==> config.mk <==
export PLATFORM = sky130hd
export DESIGN_NAME = cmosRegPort
export DESIGN_NICKNAME = d
export VERILOG_FILES = /design/src/rtl/cmosRegPkg.sv /design/src/rtl/cmosCtrl.sv /design/src/rtl/cmosDatapath.sv /design/src/rtl/cmosRegPort.sv
export SDC_FILE = /design/constraint.sdc
export NUM_CORES = 2
export LEC_CHECK = 0
export ABC_CLOCK_PERIOD_IN_PS = 8600
export BUFFER_PORTS_ARGS = -buffer_cell sky130_fd_sc_hd__buf_2
export CORE_MARGIN = 2
export CORE_UTILIZATION = 60
export CTS_BUF_LIST = sky130_fd_sc_hd__clkbuf_4
export DETAILED_ROUTE_END_ITERATION = 10
export PLACE_DENSITY = 0.79
export RECOVER_POWER = 100
export SYNTH_ARGS = -nofsm -noshare
export SYNTH_HDL_FRONTEND = slang
export SYNTH_SLANG_ARGS = --single-unit
==> constraint.sdc <==
create_clock -name clk -period 8.6 [get_ports clk]
set_input_delay 0.86 -clock clk [delete_from_list [all_inputs] [get_ports clk]]
set_output_delay 0.86 -clock clk [all_outputs]
set_load 0.05 [all_outputs]
==> src/rtl/cmosRegPkg.sv <==
package cmosRegPkg;
  localparam int IDX_W  = 7;
  localparam int DEPTH  = 1 << IDX_W;
  localparam int DATA_W = 8;
  localparam int CSUM_W = 2 * DATA_W;
  localparam int EVT_N  = 3;

  localparam int REG_A = 10;
  localparam int REG_B = 11;
  localparam int REG_C = 12;
  localparam int REG_D = 13;
  localparam int CSUM_FIRST = 16;
  localparam int CSUM_LAST  = 45;
  localparam int CSUM_HI    = 46;
  localparam int CSUM_LO    = 47;

  localparam logic [IDX_W-1:0] IDX_A = IDX_W'(REG_A);
  localparam logic [IDX_W-1:0] IDX_B = IDX_W'(REG_B);
  localparam logic [IDX_W-1:0] IDX_C = IDX_W'(REG_C);
  localparam logic [IDX_W-1:0] IDX_D = IDX_W'(REG_D);

  // bit positions decoded by the timing logic and by software
  localparam int UIP_BIT = 7;   // in control A
  localparam int SET_BIT = 7;   // in control B
  localparam int EN_LSB  = 4;   // control B bits 6:4 enable periodic, alarm, update
  localparam int ANY_BIT = 7;   // in status C, summary of any flag

  localparam logic [DATA_W-1:0] RST_A = 8'h26;
  localparam logic [DATA_W-1:0] RST_B = 8'h02;
  localparam logic [DATA_W-1:0] RST_C = 8'h00;
  localparam logic [DATA_W-1:0] RST_D = 8'h80;

  typedef struct packed {
    logic [IDX_W-1:0]  idx;
    logic              wrPlain;
    logic              wrRegA;
    logic              wrRegB;
    logic              rdClrC;
    logic [DATA_W-1:0] cSet;
    logic              uipSet;
    logic              uipClr;
  } ctlStrobes_t;
endpackage

==> src/rtl/cmosCtrl.sv <==
module cmosCtrl
  import cmosRegPkg::*;
(
  input  logic             clk,
  input  logic             rstN,
  input  logic             addrSel,
  input  logic             wrStrobe,
  input  logic             rdStrobe,
  input  logic [IDX_W-1:0] idxIn,
  input  logic             evtPeriodic,
  input  logic             evtAlarm,
  input  logic             evtUpdate,
  input  logic             uipSet,
  input  logic             uipClr,
  input  logic [EVT_N-1:0] evtEn,
  input  logic             setModeIn,
  output ctlStrobes_t      strb,
  output logic             irq
);
  logic [IDX_W-1:0] idxQ;
  logic             dataWr;
  logic             statusHit;
  logic [EVT_N-1:0] evtHit;

  always_ff @(posedge clk) begin
    if (!rstN)                     idxQ <= '0;
    else if (wrStrobe && !addrSel) idxQ <= idxIn;
  end

  assign dataWr    = wrStrobe && addrSel;
  assign statusHit = (idxQ == IDX_C) || (idxQ == IDX_D);
  assign evtHit    = {evtPeriodic, evtAlarm, evtUpdate} & evtEn;

  always_comb begin
    strb         = '0;
    strb.idx     = idxQ;
    strb.wrRegA  = dataWr && (idxQ == IDX_A);
    strb.wrRegB  = dataWr && (idxQ == IDX_B);
    strb.wrPlain = dataWr && !statusHit && (idxQ != IDX_A) && (idxQ != IDX_B);
    strb.rdClrC  = rdStrobe && addrSel && (idxQ == IDX_C);
    strb.cSet[EN_LSB +: EVT_N] = evtHit;
    strb.cSet[ANY_BIT]         = |evtHit;
    strb.uipSet  = uipSet && !setModeIn;
    strb.uipClr  = uipClr;
  end

  // interrupt request: any enabled event raises it, a status read drops it
  always_ff @(posedge clk) begin
    if (!rstN)            irq <= 1'b0;
    else if (|evtHit)     irq <= 1'b1;
    else if (strb.rdClrC) irq <= 1'b0;
  end
endmodule

==> src/rtl/cmosDatapath.sv <==
module cmosDatapath
  import cmosRegPkg::*;
(
  input  logic              clk,
  input  logic              rstN,
  input  ctlStrobes_t       strb,
  input  logic [DATA_W-1:0] wrData,
  input  logic              addrSel,
  output logic [DATA_W-1:0] rdData,
  output logic [DATA_W-1:0] regA,
  output logic [DATA_W-1:0] regB,
  output logic [DATA_W-1:0] regC,
  output logic [DATA_W-1:0] regD
);
  logic [DATA_W-1:0] mem [DEPTH];
  logic [DATA_W-1:0] csumIn [CSUM_FIRST:CSUM_LAST];
  logic [CSUM_W-1:0] csumAcc;
  logic              csumHit;

  function automatic logic [DATA_W-1:0] rstByte(input int i);
    case (i)
      REG_A:   return RST_A;
      REG_B:   return RST_B;
      REG_C:   return RST_C;
      REG_D:   return RST_D;
      default: return '0;
    endcase
  endfunction

  // sum of the range as it will be after this cycle's write
  for (genvar g = CSUM_FIRST; g <= CSUM_LAST; g++) begin : gCsum
    assign csumIn[g] = (strb.wrPlain && strb.idx == IDX_W'(g)) ? wrData : mem[g];
  end

  always_comb begin
    csumAcc = '0;
    for (int i = CSUM_FIRST; i <= CSUM_LAST; i++) csumAcc = csumAcc + CSUM_W'(csumIn[i]);
  end

  assign csumHit = strb.wrPlain && (strb.idx >= IDX_W'(CSUM_FIRST))
                                && (strb.idx <= IDX_W'(CSUM_LAST));

  always_ff @(posedge clk) begin
    if (!rstN) begin
      for (int i = 0; i < DEPTH; i++) mem[i] <= rstByte(i);
    end else begin
      if (strb.wrPlain) mem[strb.idx] <= wrData;
      if (csumHit) begin
        mem[CSUM_HI] <= csumAcc[CSUM_W-1:DATA_W];
        mem[CSUM_LO] <= csumAcc[DATA_W-1:0];
      end
      if (strb.wrRegA) mem[REG_A][UIP_BIT-1:0] <= wrData[UIP_BIT-1:0];
      if (strb.wrRegB && wrData[SET_BIT]) mem[REG_A][UIP_BIT] <= 1'b0;
      else if (strb.uipClr)               mem[REG_A][UIP_BIT] <= 1'b0;
      else if (strb.uipSet)               mem[REG_A][UIP_BIT] <= 1'b1;
      if (strb.wrRegB) mem[REG_B] <= wrData;
      mem[REG_C] <= (strb.rdClrC ? '0 : mem[REG_C]) | strb.cSet;
    end
  end

  assign rdData = addrSel ? mem[strb.idx] : '1;
  assign regA   = mem[REG_A];
  assign regB   = mem[REG_B];
  assign regC   = mem[REG_C];
  assign regD   = mem[REG_D];
endmodule

==> src/rtl/cmosRegPort.sv <==
module cmosRegPort
  import cmosRegPkg::*;
(
  input  logic              clk,
  input  logic              rstN,
  input  logic              addrSel,
  input  logic [DATA_W-1:0] wrData,
  input  logic              wrStrobe,
  input  logic              rdStrobe,
  input  logic              evtPeriodic,
  input  logic              evtAlarm,
  input  logic              evtUpdate,
  input  logic              uipSet,
  input  logic              uipClr,
  output logic [DATA_W-1:0] rdData,
  output logic              irq,
  output logic              setMode
);
  ctlStrobes_t       strb;
  logic [DATA_W-1:0] regA, regB, regC, regD;

  cmosCtrl ctrlI (
    .clk(clk), .rstN(rstN), .addrSel(addrSel), .wrStrobe(wrStrobe),
    .rdStrobe(rdStrobe), .idxIn(wrData[IDX_W-1:0]),
    .evtPeriodic(evtPeriodic), .evtAlarm(evtAlarm), .evtUpdate(evtUpdate),
    .uipSet(uipSet), .uipClr(uipClr),
    .evtEn(regB[EN_LSB +: EVT_N]), .setModeIn(regB[SET_BIT]),
    .strb(strb), .irq(irq)
  );

  cmosDatapath dpI (
    .clk(clk), .rstN(rstN), .strb(strb), .wrData(wrData), .addrSel(addrSel),
    .rdData(rdData), .regA(regA), .regB(regB), .regC(regC), .regD(regD)
  );

  assign setMode = regB[SET_BIT];
endmodule

* Yosys cells after proc, flatten, opt, wreduce, memory -nomap -nowiden *
Memories as Yosys holds them, arrays and structs flattened. A register that Yosys moved wholly into a read port is not among the register bits.
Index checks and enable logic that the tools add are counted.

storage, ports and cells
  bits in writable memories = 1,024
  word-level logic and storage cells = 207
  output and inout port bits = 10
  input bits = 18
  flip-flop bits (word level) = 8
  memories = 1

memory list
  memory   depth  bits a word  read ports  clocked after memory_dff  write ports  RTL line            source
  dpI.mem  128    8            33          1                         128          cmosDatapath.sv:15  logic [DATA_W-1:0] mem [DEPTH];

cells by class
  reductions and logical operators = 50
  add/sub/neg operators = 29
  mux-type cells = 77
  equality and inequality tests = 36
  bitwise logic cells = 10
  magnitude comparators = 2

operators with widths
  cell                                                                     count
  16-bit by 8-bit adder with 16-bit output                                 28
  8-bit two-way mux                                                        41
  7-bit by 5-bit == test with 1-bit output, second input constant          16
  7-bit by 6-bit == test with 1-bit output, second input constant          14
  1-bit logical AND                                                        43
  1-bit two-way mux                                                        32
  7-bit by 4-bit == test with 1-bit output, second input constant          4
  7-bit two-way mux                                                        4
  7-bit by 4-bit inequality test with 1-bit output, second input constant  2
  8-bit by 8-bit adder with 9-bit output                                   1
  1-bit OR                                                                 8
  8-bit OR                                                                 1
  8-bit OR reduction                                                       1
  7-bit by 5-bit >= comparator with 1-bit output, second input constant    1
  7-bit by 6-bit <= comparator with 1-bit output, second input constant    1
  3-bit bitwise AND                                                        1
  1-bit zero test                                                          3
  3-bit OR reduction                                                       1
  2-bit nonzero test                                                       1
  1-bit logical OR                                                         1

* Longest topological paths before layout *
  depth in word-level cells = 38
  depth in mapped cells = 33
  mapped depth without buffers = 33

* Modules after synthesis *
Synthesis repeated with hierarchy kept, for this count alone.

unflattened totals
  cell total of the unflattened synthesis = 4,017
  area, all modules = 56,571.8 um^2

modules (own cells, without submodules)
  module        times used  cells an instance  area an instance (um^2)  sequential area each (um^2)
  cmosDatapath  1           3,971              56,127.6                 30,669.4
  cmosCtrl      1           46                 444.2                    160.2

* Worst setup path after synthesis *
Ideal clock, no wire load.

  path kind = input -> register
  start = input port addrSel
  end = memory dpI.mem[46][4] (data pin)
  slack = -0.251 ns
  library setup time = 0.256 ns
  buffers on the path = 0
  arrival = 8.595 ns
  data required time = 8.344 ns
  cell stages on the path = 32
  cells stage by stage = nand2_4 -> nor4_4 -> nand2_2 -> mux2_2 -> ha_1 -> inv_1 -> fa_1 -> nor2b_1 -> o21ai_0 -> a21boi_0 -> o21a_1 -> nor2_1 -> xnor2_1 -> fa_1 -> inv_1 -> fa_1 -> fa_1 -> fa_1 -> fa_1 -> fa_1 -> inv_1 -> fa_1 -> inv_1 -> fa_1 -> inv_1 -> ha_1 -> a211o_1 -> a211oi_1 -> o31ai_1 -> o31ai_1 -> xnor2_1 -> a22o_1

RTL lines
  what                RTL line            source
  start: declaration  cmosRegPort.sv:6    input logic addrSel,
  end: declaration    cmosDatapath.sv:15

==> results.cfg <==
[logic_synthesis]
synth_mux_area_share_pct = 16.2
yosys.cell_types.count = 56
syn_area_per_cell_um2 = 14.0
synth_adder_area_share_pct = 8.64
synth-edff-count = 1020
synthXorXnorAreaFrac_pct = 0.218
ys_ff_latch = 1039
syn_area_mm2 = 0.0561
synthSimpleGateAreaFrac_pct = 12.6
ys.warnings.count = 0
ys_seq_area_share_pct = 55.2
async_flop_share_pct = 0
synth_top_family_by_area = multiplexers
synth_cells = 4022
synth_flop_cell = edfxtp_1
synth_compound_area_share_pct = 3.05

[critical_path]
cp-startpoint = ctrlI.idxQ[3]
crit_type = flip-flop to flip-flop
r2r_slack_ns = 0.26
cp-end-kind = flip-flop
critPathMaxFanout = 15
cp-start-kind = flip-flop
r2r_cells = 25
cp_data_arrival_time_ns = 9.31
r2r_end = dpI.mem[46][4]
worstPathRequired_ns = 9.56
reg2reg_from = ctrlI.idxQ[3]
endpoint = dpI.mem[46][4]

[floorplanning]
die_area_mm2 = 0.0960
rows = 112
core_mm2 = 0.0930
die_h_um = 310
pin_count = 28
start_util_pct = 60.3
die_w_um = 310

[outcome]
outcome = finished, violations left
failed_checks = max-capacitance violations, max-slew violations

[grt]
antenna_found_initial = 5
grt_overflow = 0
grt_use_total_pct = 32.0
grt_pass1_vias = 36400
grt_max_degree = 127
grt_pass1_wl_um = 225000

[sta]
worst_pin_slew_ns = 5.04
period_share_pct = 97.0
skew_ns = 0.120
fin_ws_ns = 0.256
rsz0062_at_grt = yes
setup_viol = 0
maxSlewViolCount = 877
timing.slew.headroom_pct = -236
hold_viol_final = 0
period_needed_ns = 8.34
clock.fmax_ghz = 0.120

[routing]
ant_nets = 0
wire_per_inst_um = 27.0
vias = 35600
first_pass_iters = 7
routed_via_density = 6.39
drc = 0
first_iter_violations = 4077
routed_wl_um = 150000

[finish]
mostFrequentLayoutCells = 1,020 x edfxtp_1, 397 x clkbuf_4, 359 x and3_1
mostFrequentLayoutCell = edfxtp_1
syn_to_final_growth_pct = 8.47
drive_gt1_share_pct = 23.1
final_nets = 4421

[clock_network]
clk_pin_slew_ns = 0.07
htree_levels = 5
clkSinkCount = 1039
cts-root-buf = clkbuf_4
ctsLongestPathBuffers = 4
cts_tree = yes
insertion_delay_ns = 1.21
numCtsBuffers = 286

[power]
leakage_uw = 0.0241
power_density_mw_per_mm2 = 331
fin_total_pwr_uw = 20200
ir_drop_mv = 1.73

[placed_design]
port_buffers = 27
dp_hpwl_um = 96700
place.gp.congestion = 0.929
place_ws_ns = -0.378

[job]
drv_cap = 20

[min_path]
hp-class = primary input to flip-flop
## metrics by stage
| stage | hold WS (ns) | utilization [%] | cell area [um2] | instances | setup TNS (ns) |
|---|---|---|---|---|---|
| final | 0.248 | 65.4 | 60900 | 5568 | 0 |
| after detailed placement | 0.470 | 62.1 | 57800 | 5101 | -1.20 |
| after floorplan | 0.422 | - | 56200 | 4032 | 0 |
| after CTS | 0.177 | 65.6 | 61100 | 5557 | 0 |
| after global placement | 0.464 | 62.1 | 57800 | 5101 | -0.165 |
| after global routing | 0.256 | 65.4 | 60900 | 5566 | -0.0813 |
## worst max-delay path: stages (launching register included)
cell,delay [ns]
dfxtp_1,0.40
buf_4,0.27
nor2b_1,0.27
nand2_1,0.18
nor2_1,0.40
nand2_1,0.50
clkbuf_1,0.30
mux2i_1,0.20
fa_1,0.45
fa_1,0.57
fa_1,0.60
fa_1,0.46
fa_1,0.49
fa_1,0.50
inv_1,0.05
fa_1,0.47
inv_1,0.05
fa_1,0.48
inv_1,0.04
ha_1,0.23
a211o_1,0.32
a211oi_2,0.27
o31ai_2,0.11
o31ai_2,0.22
xnor2_1,0.10
a22o_1,0.20
## worst min path at each step
stage	start	to	depth (start not counted)	slack, ns
after floorplan	dpI.mem[12][7]	dpI.mem[12][7]	1	0.42
after global placement	ctrlI.irq	ctrlI.irq	1	0.46
after detailed placement	ctrlI.irq	ctrlI.irq	1	0.47
after CTS	wrStrobe	dpI.mem[10][1]	3	0.18
after global routing	wrStrobe	dpI.mem[10][1]	3	0.26
final	wrStrobe	dpI.mem[10][2]	3	0.25
## where the power goes
group / internal (uW) / switching, uW
clock: 2150 / 1990
sequential: 5740 / 87.5
combinational: 4990 / 5190
total: 12900 / 7270
## layer usage
layer  GRT usage (%)  wire, um
met5               0        12
met4            16.5      8050
met3            7.53     15700
met2            50.6     72100
met1            41.7     54300
## cells by family (layout without fill, tap and decap cells)
| group | after synthesis | after routing |
|---|---|---|
| xor+xnor | 14 | 14 |
| flops | 1039 | 1039 |
| fa+ha+maj | 261 | 261 |
| simple gates | 1321 | 1321 |
| compound gates | 259 | 259 |
| mux | 567 | 567 |
| other cells | 2 | 21 |
| buf+inv | 559 | 832 |
## flip-flops by register name, summed over array words and instances, names as in the netlist, named ones only
| name | cells |
|---|---|
| ctrlI.idxQ | 7 |
| ctrlI.irq | 1 |
| dpI.mem | 1024 |
## synth_stat cells, drive strengths merged (17+ instances only)
| cell | n | share of area (%) |
|---|---|---|
| mux4 | 256 | 10 |
| nor2 | 320 | 2.1 |
| nand2 | 188 | 1.4 |
| dfxtp | 19 | 0.68 |
| fa | 211 | 7.5 |
| ha | 50 | 1.1 |
| a21oi | 33 | 0.29 |
| inv | 185 | 1.2 |
| mux2 | 144 | 2.9 |
| a211oi | 17 | 0.23 |
| edfxtp | 1020 | 55 |
| and3 | 359 | 4.0 |
| a221oi | 32 | 0.50 |
| clkbuf | 278 | 1.9 |
| and2 | 394 | 4.4 |
| mux2i | 167 | 3.0 |
| o21ai | 90 | 0.81 |
| a22oi | 17 | 0.23 |
| buf | 96 | 0.96 |
## final cells by class
type	count	area, um2
fillers	6711	32200
flip-flops and latches	1039	31000
multi-input cells	2434	23000
clock buffers	394	2960
well taps	1254	1570
repair buffers	196	1370
inverters	185	694
clock inverters	57	277
diodes	9	22.5
## timing repair
item,4_1_cts,5_1_grt
hold endpoints to repair,5,0
hold buffers,5,0
gates resized for setup,0,9
setup buffers,0,2
setup endpoints to repair,0,4
(Power assumes the default switching activity.)
